==> src/rtl/clksw_pkg.sv <==
package clksw_pkg;

   typedef enum logic [1:0] {
      SRC_PRI = 2'd0,
      SRC_SEC = 2'd1,
      SRC_RC  = 2'd2
   } src_t;

   localparam int N_SRC = 3;

   // select code to source: 00 primary, 01 secondary, 1x internal RC
   function automatic src_t decode_sel(input logic [1:0] code);
      if (code[1])      return SRC_RC;
      else if (code[0]) return SRC_SEC;
      else              return SRC_PRI;
   endfunction

   function automatic logic pick_fall(input logic [N_SRC-1:0] falls, input src_t s);
      case (s)
         SRC_PRI: return falls[0];
         SRC_SEC: return falls[1];
         SRC_RC:  return falls[2];
         default: return 1'b0;
      endcase
   endfunction

endpackage

==> src/rtl/clksw_fall_det.sv <==
module clksw_fall_det #(
   parameter int SYNC_STAGES = 2
) (
   input  logic clk,
   input  logic rst_n,
   input  logic tick,
   output logic fall
);
   if (SYNC_STAGES < 2) begin : g_bad_stages
      $error("clksw_fall_det: SYNC_STAGES must be at least 2");
   end

   logic [SYNC_STAGES-1:0] samp_q;

   always_ff @(posedge clk or negedge rst_n) begin
      if (!rst_n) samp_q <= '0;
      else        samp_q <= {samp_q[SYNC_STAGES-2:0], tick};
   end

   // older sample high, newer sample low
   assign fall = samp_q[SYNC_STAGES-1] & ~samp_q[SYNC_STAGES-2];

endmodule

==> src/rtl/clksw_phase_seq.sv <==
module clksw_phase_seq #(
   parameter int N_PHASE = 4
) (
   input  logic               clk,
   input  logic               rst_n,
   input  logic               hold,
   input  logic               adv,
   output logic [N_PHASE-1:0] phase,
   output logic               cyc_end
);
   if (N_PHASE < 2) begin : g_bad_phase
      $error("clksw_phase_seq: N_PHASE must be at least 2");
   end

   localparam logic [N_PHASE-1:0] FIRST = N_PHASE'(1);

   logic [N_PHASE-1:0] phase_q;
   logic               cyc_end_q;

   always_ff @(posedge clk or negedge rst_n) begin
      if (!rst_n) begin
         phase_q   <= FIRST;
         cyc_end_q <= 1'b0;
      end else if (hold) begin
         phase_q   <= FIRST;
         cyc_end_q <= 1'b0;
      end else if (adv) begin
         phase_q   <= {phase_q[N_PHASE-2:0], phase_q[N_PHASE-1]};
         cyc_end_q <= phase_q[N_PHASE-1];
      end else begin
         cyc_end_q <= 1'b0;
      end
   end

   assign phase   = phase_q;
   assign cyc_end = cyc_end_q;


   phase_onehot_chk: assert property (@(posedge clk) disable iff (!rst_n)
      $countones(phase_q) == 1);


   hold_in_q1_chk: assert property (@(posedge clk) disable iff (!rst_n)
      hold |=> (phase_q == FIRST) && !cyc_end_q);


   cyc_end_wrap_chk: assert property (@(posedge clk) disable iff (!rst_n)
      $rose(cyc_end_q) |-> phase_q[0]);

endmodule

==> src/rtl/clksw_stab_timer.sv <==
module clksw_stab_timer #(
   parameter int              FSEL_W     = 3,
   parameter logic [FSEL_W-1:0] BASE_FSEL = '0,
   parameter int              STAB_TICKS = 125
) (
   input  logic              clk,
   input  logic              rst_n,
   input  logic [FSEL_W-1:0] freq_sel,
   input  logic              rc_fall,
   output logic              stable
);
   if (STAB_TICKS < 1) begin : g_bad_stab
      $error("clksw_stab_timer: STAB_TICKS must be at least 1");
   end

   localparam int SW = $clog2(STAB_TICKS + 1);

   logic [FSEL_W-1:0] fsel_q;
   logic [SW-1:0]     cnt_q;
   logic              stable_q;
   logic              fsel_chg;

   assign fsel_chg = (freq_sel != fsel_q);

   always_ff @(posedge clk or negedge rst_n) begin
      if (!rst_n) begin
         fsel_q   <= BASE_FSEL;
         cnt_q    <= '0;
         stable_q <= 1'b1;
      end else if (fsel_chg) begin
         fsel_q   <= freq_sel;
         cnt_q    <= '0;
         stable_q <= (freq_sel == BASE_FSEL);
      end else if (!stable_q && rc_fall) begin
         if (cnt_q == SW'(STAB_TICKS - 1)) begin
            stable_q <= 1'b1;
            cnt_q    <= '0;
         end else begin
            cnt_q <= cnt_q + 1'b1;
         end
      end
   end

   assign stable = stable_q;


   fsel_restart_chk: assert property (@(posedge clk) disable iff (!rst_n)
      (fsel_chg && freq_sel != BASE_FSEL) |=> !stable_q);


   stable_cause_chk: assert property (@(posedge clk) disable iff (!rst_n)
      $rose(stable_q) |-> ($past(rc_fall) || $past(fsel_chg)));

endmodule

==> src/rtl/clksw_switch_ctl.sv <==
module clksw_switch_ctl
   import clksw_pkg::*;
#(
   parameter int              EDGE_CNT     = 8,
   parameter int              PCFG_W       = 3,
   parameter logic [PCFG_W-1:0] PRIM_RC_CODE = PCFG_W'(4)
) (
   input  logic              clk,
   input  logic              rst_n,
   input  logic [1:0]        src_sel,
   input  logic [PCFG_W-1:0] prim_cfg,
   input  logic [N_SRC-1:0]  falls,
   output logic              hold,
   output logic              sys_adv,
   output logic              osc_ok,
   output logic [N_SRC-1:0]  en_vec
);
   if (EDGE_CNT < 1) begin : g_bad_edges
      $error("clksw_switch_ctl: EDGE_CNT must be at least 1");
   end

   localparam int CW = $clog2(EDGE_CNT + 1);

   src_t          cur_q, pend_q, target;
   logic          hold_q, osts_q, sw_allowed, pend_fall;
   logic [CW-1:0] cnt_q;

   assign target     = decode_sel(src_sel);
   assign sw_allowed = (prim_cfg != PRIM_RC_CODE);
   assign pend_fall  = pick_fall(falls, pend_q);

   always_ff @(posedge clk or negedge rst_n) begin
      if (!rst_n) begin
         cur_q  <= SRC_PRI;
         pend_q <= SRC_PRI;
         hold_q <= 1'b0;
         cnt_q  <= '0;
         osts_q <= 1'b1;
      end else if (hold_q) begin
         if (sw_allowed && target != pend_q) begin
            pend_q <= target;
            cnt_q  <= '0;
         end else if (pend_fall) begin
            if (cnt_q == CW'(EDGE_CNT - 1)) begin
               hold_q <= 1'b0;
               cur_q  <= pend_q;
               cnt_q  <= '0;
               osts_q <= (pend_q == SRC_PRI);
            end else begin
               cnt_q <= cnt_q + 1'b1;
            end
         end
      end else if (sw_allowed && target != cur_q) begin
         hold_q <= 1'b1;
         pend_q <= target;
         cnt_q  <= '0;
         osts_q <= 1'b0;
      end
   end

   for (genvar g = 0; g < N_SRC; g++) begin : g_en
      assign en_vec[g] = (cur_q == src_t'(g)) || (hold_q && pend_q == src_t'(g));
   end

   assign hold    = hold_q;
   assign sys_adv = pick_fall(falls, cur_q) && !hold_q;
   assign osc_ok  = osts_q;


   start_clears_ok_chk: assert property (@(posedge clk) disable iff (!rst_n)
      $rose(hold_q) |-> !osts_q);


   no_switch_rc_prim_chk: assert property (@(posedge clk) disable iff (!rst_n)
      (!sw_allowed && !hold_q) |=> !hold_q);


   edge_cnt_range_chk: assert property (@(posedge clk) disable iff (!rst_n)
      cnt_q < CW'(EDGE_CNT));


   release_single_en_chk: assert property (@(posedge clk) disable iff (!rst_n)
      $fell(hold_q) |-> $countones(en_vec) == 1);

endmodule

==> src/rtl/clksw_top.sv <==
module clksw_top
   import clksw_pkg::*;
#(
   parameter int                N_PHASE      = 4,
   parameter int                EDGE_CNT     = 8,
   parameter int                SYNC_STAGES  = 2,
   parameter int                PCFG_W       = 3,
   parameter logic [PCFG_W-1:0] PRIM_RC_CODE = PCFG_W'(4),
   parameter int                FSEL_W       = 3,
   parameter logic [FSEL_W-1:0] BASE_FSEL    = '0,
   parameter int                STAB_TICKS   = 125
) (
   input  logic               clk,
   input  logic               rst_n,
   input  logic [1:0]         src_sel,
   input  logic [PCFG_W-1:0]  prim_cfg,
   input  logic [FSEL_W-1:0]  freq_sel,
   input  logic               prim_tick,
   input  logic               sec_tick,
   input  logic               rc_tick,
   output logic [N_PHASE-1:0] phase_oh,
   output logic               cycle_end,
   output logic               osc_ok,
   output logic               freq_stable,
   output logic               prim_en,
   output logic               sec_en,
   output logic               rc_en
);
   logic [N_SRC-1:0] tick_vec, fall_vec, en_vec;
   logic             hold, sys_adv;

   assign tick_vec = {rc_tick, sec_tick, prim_tick};

   for (genvar g = 0; g < N_SRC; g++) begin : g_fall
      clksw_fall_det #(.SYNC_STAGES(SYNC_STAGES)) u_fall (
         .clk  (clk),
         .rst_n(rst_n),
         .tick (tick_vec[g]),
         .fall (fall_vec[g])
      );
   end

   clksw_switch_ctl #(
      .EDGE_CNT    (EDGE_CNT),
      .PCFG_W      (PCFG_W),
      .PRIM_RC_CODE(PRIM_RC_CODE)
   ) u_ctl (
      .clk     (clk),
      .rst_n   (rst_n),
      .src_sel (src_sel),
      .prim_cfg(prim_cfg),
      .falls   (fall_vec),
      .hold    (hold),
      .sys_adv (sys_adv),
      .osc_ok  (osc_ok),
      .en_vec  (en_vec)
   );

   clksw_phase_seq #(.N_PHASE(N_PHASE)) u_phase (
      .clk    (clk),
      .rst_n  (rst_n),
      .hold   (hold),
      .adv    (sys_adv),
      .phase  (phase_oh),
      .cyc_end(cycle_end)
   );

   clksw_stab_timer #(
      .FSEL_W    (FSEL_W),
      .BASE_FSEL (BASE_FSEL),
      .STAB_TICKS(STAB_TICKS)
   ) u_stab (
      .clk     (clk),
      .rst_n   (rst_n),
      .freq_sel(freq_sel),
      .rc_fall (fall_vec[2]),
      .stable  (freq_stable)
   );

   assign prim_en = en_vec[0];
   assign sec_en  = en_vec[1];
   assign rc_en   = en_vec[2];


   some_source_on_chk: assert property (@(posedge clk) disable iff (!rst_n)
      en_vec != '0);


   hold_no_cycle_end_chk: assert property (@(posedge clk) disable iff (!rst_n)
      hold |=> !cycle_end);

endmodule

==> config.mk <==
export PLATFORM = sky130hd
export DESIGN_NAME = clksw_top
export DESIGN_NICKNAME = d
export VERILOG_FILES = /design/src/rtl/clksw_pkg.sv /design/src/rtl/clksw_fall_det.sv /design/src/rtl/clksw_phase_seq.sv /design/src/rtl/clksw_stab_timer.sv /design/src/rtl/clksw_switch_ctl.sv /design/src/rtl/clksw_top.sv
export SDC_FILE = /design/constraint.sdc
export NUM_CORES = 1
export LEC_CHECK = 0
export CAP_MARGIN = 20
export CORE_MARGIN = 2
export CORE_UTILIZATION = 44
export CTS_CLUSTER_SIZE = 24
export DETAILED_ROUTE_END_ITERATION = 7
export HOLD_SLACK_MARGIN = 0.12
export PLACE_DENSITY = 0.67
export SLEW_MARGIN = 10
export SYNTH_ARGS = -nofsm -noshare
export SYNTH_HDL_FRONTEND = slang
export SYNTH_SLANG_ARGS = --single-unit
==> constraint.sdc <==
create_clock -name clk -period 2.4 [get_ports clk]
set_input_delay 0.24 -clock clk [delete_from_list [all_inputs] [get_ports clk]]
set_output_delay 0.24 -clock clk [all_outputs]
set_load 0.02 [all_outputs]
==> results.md, run 1 <==
- Drt pass-1 iters: 4
- Wire length per cell: 13.3 µm
- Slew Limit Fails: 0
- Gp weighted congestion: 0.814
- Maximum vdd drop: 0.325 mV
- CP Launch Type: flop
- Final setup vio count: 0
- Area after DPL: 1820 µm²
- Cells after synthesis: 140
- Placement Setup Slack: 0.165 ns
- Status: completed
- Root Driver: clkbuf_4
- Reg2reg path depth: 5
- CTS Hold Bufs: 0
- RSZ-0062 raised after global routing: no
- Max-slew headroom: 0.615
- Max Clock Skew: 0.00547 ns
- Crit path capture type: output port
- Leakage Power: 0.812 nW
- DRC: 0
- Synth async-reset ratio: 1.00
- Mapped Nets: 156
- Hold WC Path Type: input pin to async pin
- Die height: 63.1 µm
- Number of global-route vias before repair: 1163
- Clock Latency Late Sink: 0.33 ns
- Sequential area share after synthesis: 0.523
- PD cells: 613 nW/µm²
- Final WS setup: 0.209 ns
- Mapped Area: 1540 µm²
- WP data required: 2.16 ns
- Largest cells by area after synthesis: dfrtp_1 47%, mux2i_1 5.2%, dfstp_2 5.1%, nor2_1 3.7%, xor2_1 3.4%
- R2R Path End: u_ctl.cur_q[1]$_DFFE_PN0P_
- Setup TNS: 0 ns
- Vias: 1133
- Most used DFF post-synth: dfrtp_1
- Synth warnings: 0
- Largest net degree at the start of global routing: 33
- Layout cell share with drive strength beyond 1: 0.119
- Post_cts resized: 0
- CP max FO: 7
- P&R area growth vs syn: 22.1%
- DRT antenna net count: 0
- Arr. time, crit path: 1.95 ns
- Top cell type's share of synthesized area: 0.472
- Synth unique cells: 41
- Nets: 183
- Clock sinks: 32
- Fmax: 456 MHz
- Cell taking the most area after synthesis: dfrtp_1
- Core area: 3340 µm²
- I/O pins: 23
- Worst r2r src: u_ctl.pend_q[0]$_DFFE_PN0P_
- Ant diodes: 0
- Post-synthesis register bit count: 32
- Reg clk slew, reported paths: 0.09 ns
- Gr ovfl total: 0
- Initial DRC count: 75
- Count leader, synth: dfrtp_1
- Clock Path Buffers: 2
- Fin crit share: 0.913
- # rows: 21
- Tightest Pin Transition: 0.578 ns
- Fin area: 1880 µm²
- CTS H-tree depth: 2
- EDFF count, synth: 0
- GR Util All Layers: 0.170
- Final worst path period need: 2.19 ns
- Num CTS Buffers: 5
- Total Wirelength: 2840 µm
- Max-cap check violation count: 0
- First-pass GRT wire length: 5240 µm
- Top post-synthesis cells by count: 29 x dfrtp_1, 15 x nor2_1, 8 x mux2i_1
- HPWL after DPL: 2140 µm
- Synthesized area per cell: 11.0 µm²
- Final hold violation count: 0
- IO Port Bufs: 22
- Die X: 63.1 µm
- Setup slack, reg-to-reg: 0.42 ns
- Initial Util: 0.461
- CTS tree: done
- Critical path class: flop to output port
- Die ar.: 3980 µm²
- Post-CTS setup buffers: 0
- Via density per instance: 5.29
- Initial antenna violation count: 0
-- layout make-up --
| cell class | instances | area (µm²) |
|---|---|---|
| Fill cell | 317 | 1460 |
| Sequential cell | 32 | 805 |
| Multi-Input combinational cell | 96 | 687 |
| Timing Repair Buffer | 25 | 243 |
| Clock buffer | 8 | 58.8 |
| Tap cell | 46 | 57.6 |
| Inverter | 7 | 26.3 |
-- power breakdown --
part           leakage, nW  switching (mW)  internal, mW
Combinational        0.376           0.113         0.112
Sequential           0.404          0.0372         0.571
Clock               0.0326           0.173         0.144
-- sequential cells by signal, summed over array words and instances (netlist names) --
signal                cells
g_fall.u_fall.samp_q      6
u_ctl.cnt_q               4
u_ctl.cur_q               2
u_ctl.hold                1
u_ctl.osc_ok              1
u_ctl.pend_q              2
u_phase.cyc_end           1
u_phase.phase             4
u_stab.cnt_q              7
u_stab.fsel_q             3
u_stab.stable             1
-- cells by family (layout without fill, tap and decap cells) --
group	Yosys count	count (layout)	synth area share
xor+xnor	11	11	0.0627
compound gates	23	23	0.111
buf+inv	12	40	0.0301
simple gates	49	49	0.180
mux	10	10	0.0692
flops	32	32	0.523
fa+ha+maj	3	3	0.0244
-- layer usage --
layer / vias to the layer above / track usage / wire [µm]
met5: - / 0 / 0
met2: 14 / 0.282 / 1460
li1: 552 / - / -
met4: 0 / 0.0528 / 36
met1: 563 / 0.209 / 1230
met3: 4 / 0.0589 / 115
-- worst max-delay path: stages (launching register included) --
cell             delay (ns)
dfrtp_1                0.48
or3_1                  0.40
o21ai_0                0.11
clkdlybuf4s50_1        0.64
-- stage by stage --
| step | instances | power, mW | utilization | hold WS [ns] |
|---|---|---|---|---|
| floorplan | 140 | 0.755 | - | -0.0556 |
| global placement | 206 | 0.838 | 0.545 | 0.377 |
| detailed placement | 206 | 0.846 | 0.545 | 0.379 |
| CTS | 214 | 1.17 | 0.562 | 0.298 |
| global route | 214 | 1.22 | 0.562 | 0.320 |
| finish | 214 | 1.15 | 0.562 | 0.294 |
-- placed cells by master (no fill, tap or decap), types with 4 or more instances in the layout --
master and n:
mux2i_1 8, xnor2_1 5, nor2_1 15, xor2_1 6, nand4_1 4, inv_1 7
a21oi_1 5, clkbuf_4 5, o21ai_0 5, clkdlybuf4s50_1 22, nand2_1 7, dfrtp_1 29
-- worst max path at each step --
| stage | endpoint | startpoint | cells after the start |
|---|---|---|---|
| finish | prim_en | u_ctl.pend_q[0]$_DFFE_PN0P_ | 3 |
| global route | prim_en | u_ctl.pend_q[1]$_DFFE_PN0P_ | 3 |
| CTS | prim_en | u_ctl.pend_q[0]$_DFFE_PN0P_ | 3 |
| detailed placement | u_ctl.cur_q[1]$_DFFE_PN0P_ | src_sel[0] | 6 |
| global placement | u_ctl.cur_q[1]$_DFFE_PN0P_ | src_sel[0] | 6 |
| floorplan | u_ctl.cur_q[1]$_DFFE_PN0P_ | u_ctl.pend_q[0]$_DFFE_PN0P_ | 5 |
Note: power is estimated with default switching activity, not from simulation.
==> inputs of run 2 (changes only) <==
- clock period: 2.4 -> 2.8 ns (I/O delays scaled with it)
==> run 2 against run 1 <==
Effect of this change: via count decreased by 2.4%; power decreased by 13%; sequential power decreased by 14%; cell area decreased by 0.27%; hold slack improved by 0.037 ns; critical path type unchanged; combinational power decreased by 15%; register-to-register slack improved by 0.42 ns; global-route usage decreased by 0.71 points; largest power group unchanged; clock power decreased by 8.2%.
==> results.md, run 2 (synthesis results as in run 1) <==
- CP cell instances: inv_1 -> or3_1 -> o21ai_0 -> clkdlybuf4s50_1 (was or3_1 -> o21ai_0 -> clkdlybuf4s50_1)
- Initial DRC count: 39 (was 75)
- Post_cts resized: 0 (unchanged)
- Worst r2r src: u_ctl.pend_q[0]$_DFFE_PN0P_ (unchanged)
- Biggest regs: u_stab.cnt_q x7, g_fall.u_fall.samp_q x6 (unchanged)
- Root Driver: clkbuf_4 (unchanged)
- Critical path's top delay family: buffers and inverters (unchanged)
- Initial Util: 0.461 (unchanged)
- Gp weighted congestion: 0.813 (was 0.814)
- Placement Setup Slack: 0.538 ns (was 0.165 ns)
- Crit path capture type: output port (unchanged)
- Drt pass-1 iters: 4 (unchanged)
- Setup TNS: 0 ns (unchanged)
- I/O pins: 23 (unchanged)
- Clock Path Buffers: 2 (unchanged)
- GR Util All Layers: 0.163 (was 0.170)
- Arr. time, crit path: 2.20 ns (was 1.95 ns)
- Die ar.: 3980 µm² (unchanged)
- Final hold violation count: 0 (unchanged)
- DRT antenna net count: 0 (unchanged)
- Max Clock Skew: 0.00700 ns (was 0.00547 ns)
- Core area: 3340 µm² (unchanged)
- WP data required: 2.52 ns (was 2.16 ns)
- Largest register FFs: 7 (unchanged)
- Setup slack, reg-to-reg: 0.84 ns (was 0.42 ns)
- CTS H-tree depth: 2 (unchanged)
- Most frequent cells in the layout: 29 x dfrtp_1, 22 x clkdlybuf4s50_1, 15 x nor2_1, 8 x mux2i_1 (unchanged)
- Commonest non-fill, non-tap cell in the layout: dfrtp_1 (unchanged)
- Nets: 181 (was 183)
- RSZ-0062 raised after global routing: no (unchanged)
- Hold WC Path Type: input pin to async pin (unchanged)
- Buf/Inv on CP: 2 (was 1)
- P&R area growth vs syn: 21.7% (was 22.1%)
- Reg clk slew, reported paths: 0.09 ns (about the same)
- Num CTS Buffers: 5 (unchanged)
- Fmax: 403 MHz
- DRC: 0 (unchanged)
- Final setup vio count: 0 (unchanged)
- Initial antenna violation count: 0 (unchanged)
- Maximum vdd drop: 0.338 mV (was 0.325 mV)
- CTS tree: done (unchanged)
- Clock sinks: 32 (unchanged)
- Slew Limit Fails: 0 (unchanged)
- R2R Path End: u_ctl.cur_q[1]$_DFFE_PN0P_ (unchanged)
- Die X: 63.1 µm (unchanged)
- HPWL after DPL: 2060 µm (was 2140 µm)
- Final worst path period need: 2.48 ns
- Fin crit share: 0.886
- Largest net degree at the start of global routing: 33 (unchanged)
- Max-slew headroom: 0.622 (was 0.615)
- Gr ovfl total: 0 (unchanged)
- Post-CTS setup buffers: 0 (unchanged)
- CP Launch Type: flop (unchanged)
- Via density per instance: 5.22 (was 5.29)
- Status: completed (unchanged)
- Die height: 63.1 µm (unchanged)
- Vias: 1106 (was 1133)
- Tightest Pin Transition: 0.566 ns (was 0.578 ns)
- Reg2reg path depth: 5 (unchanged)
- Max-cap check violation count: 0 (unchanged)
- Wire length per cell: 13.0 µm (was 13.3 µm)
- PD cells: 536 nW/µm² (was 613 nW/µm²)
- CP max FO: 10 (was 7)
- Final Power: 1.00 mW (was 1.15 mW)
- Number of global-route vias before repair: 1113 (was 1163)
- Total Wirelength: 2760 µm (was 2840 µm)
- CTS Hold Bufs: 0 (unchanged)
- Top reg by flops: u_stab.cnt_q (unchanged)
- CP max stage cell: clkdlybuf4s50_1 (unchanged)
- Final WS setup: 0.318 ns (was 0.209 ns)
- Layout cell share with drive strength beyond 1: 0.114 (was 0.119)
- Leakage Power: 0.809 nW (was 0.812 nW)
- Crit path largest cell delay: 0.63 ns (was 0.64 ns)
- Ant diodes: 0 (unchanged)
- Critical path class: flop to output port (unchanged)
- First-pass GRT wire length: 5000 µm (was 5240 µm)
- IO Port Bufs: 22 (unchanged)
- Clock Latency Late Sink: 0.33 ns (about the same)
- # rows: 21 (unchanged)
==> run 2: changes by cell type in the layout (fill, tap and decap cells not counted) <==
cell      before  now
clkbuf_8       1    2
buf_4          3    1
clkbuf_1       2    1
==> run 2: area by class of cell <==
cell class	count	area, µm²
clock buffer	8	68.8
fill	305	1470
inverter	7	26.3
multi-input combinational	96	687
sequential	32	805
tap	46	57.6
timing repair buffer	23	228
==> run 2: worst max-delay path by stage <==
stage | startpoint | endpoint | slack (ns) | depth (start not counted)
after floorplan | u_ctl.pend_q[0]$_DFFE_PN0P_ | u_ctl.cur_q[1]$_DFFE_PN0P_ | 0.95 | 5
after global placement | src_sel[0] | u_ctl.cur_q[1]$_DFFE_PN0P_ | 0.56 | 6
after detailed placement | src_sel[0] | u_ctl.cur_q[1]$_DFFE_PN0P_ | 0.54 | 6
after CTS | u_ctl.hold$_DFF_PN0_ | prim_en | 0.31 | 4
after global routing | u_ctl.hold$_DFF_PN0_ | prim_en | 0.20 | 4
final | u_ctl.hold$_DFF_PN0_ | prim_en | 0.32 | 4
==> run 2: worst register-to-register path: cells and delay by family, from the launching register on <==
| kind | cells | cell delay (ns) |
|---|---|---|
| DFF | 1 | 0.46 |
| AOI/OAI and AO/OA | 2 | 0.67 |
| and+or+nand+nor | 1 | 0.25 |
| muxes | 1 | 0.29 |
| xor gates and xnor gates | 1 | 0.17 |
==> run 2: per-layer routing <==
metal  track usage  wire, µm
met1         0.195      1240
met2         0.261      1350
met3        0.0661       123
met4        0.0667        50
met5             0         0
==> run 2: per-stage QoR <==
| stage | instance area, µm² | util | instances | hold slack (ns) |
|---|---|---|---|---|
| finish | 1870 | 0.561 | 212 | 0.331 |
| global route | 1870 | 0.561 | 212 | 0.362 |
| CTS | 1870 | 0.561 | 212 | 0.334 |
| detailed placement | 1800 | 0.540 | 204 | 0.385 |
| global placement | 1800 | 0.540 | 204 | 0.377 |
| floorplan | 1540 | - | 140 | -0.0156 |
==> run 2: where the power goes <==
group | leakage, nW | internal (mW) | switching (mW) | total (mW)
clock network | 0.0386 | 0.148 | 0.144 | 0.292
logic | 0.366 | 0.0961 | 0.0951 | 0.191
registers | 0.404 | 0.489 | 0.0318 | 0.521
total | 0.809 | 0.733 | 0.271 | 1.00
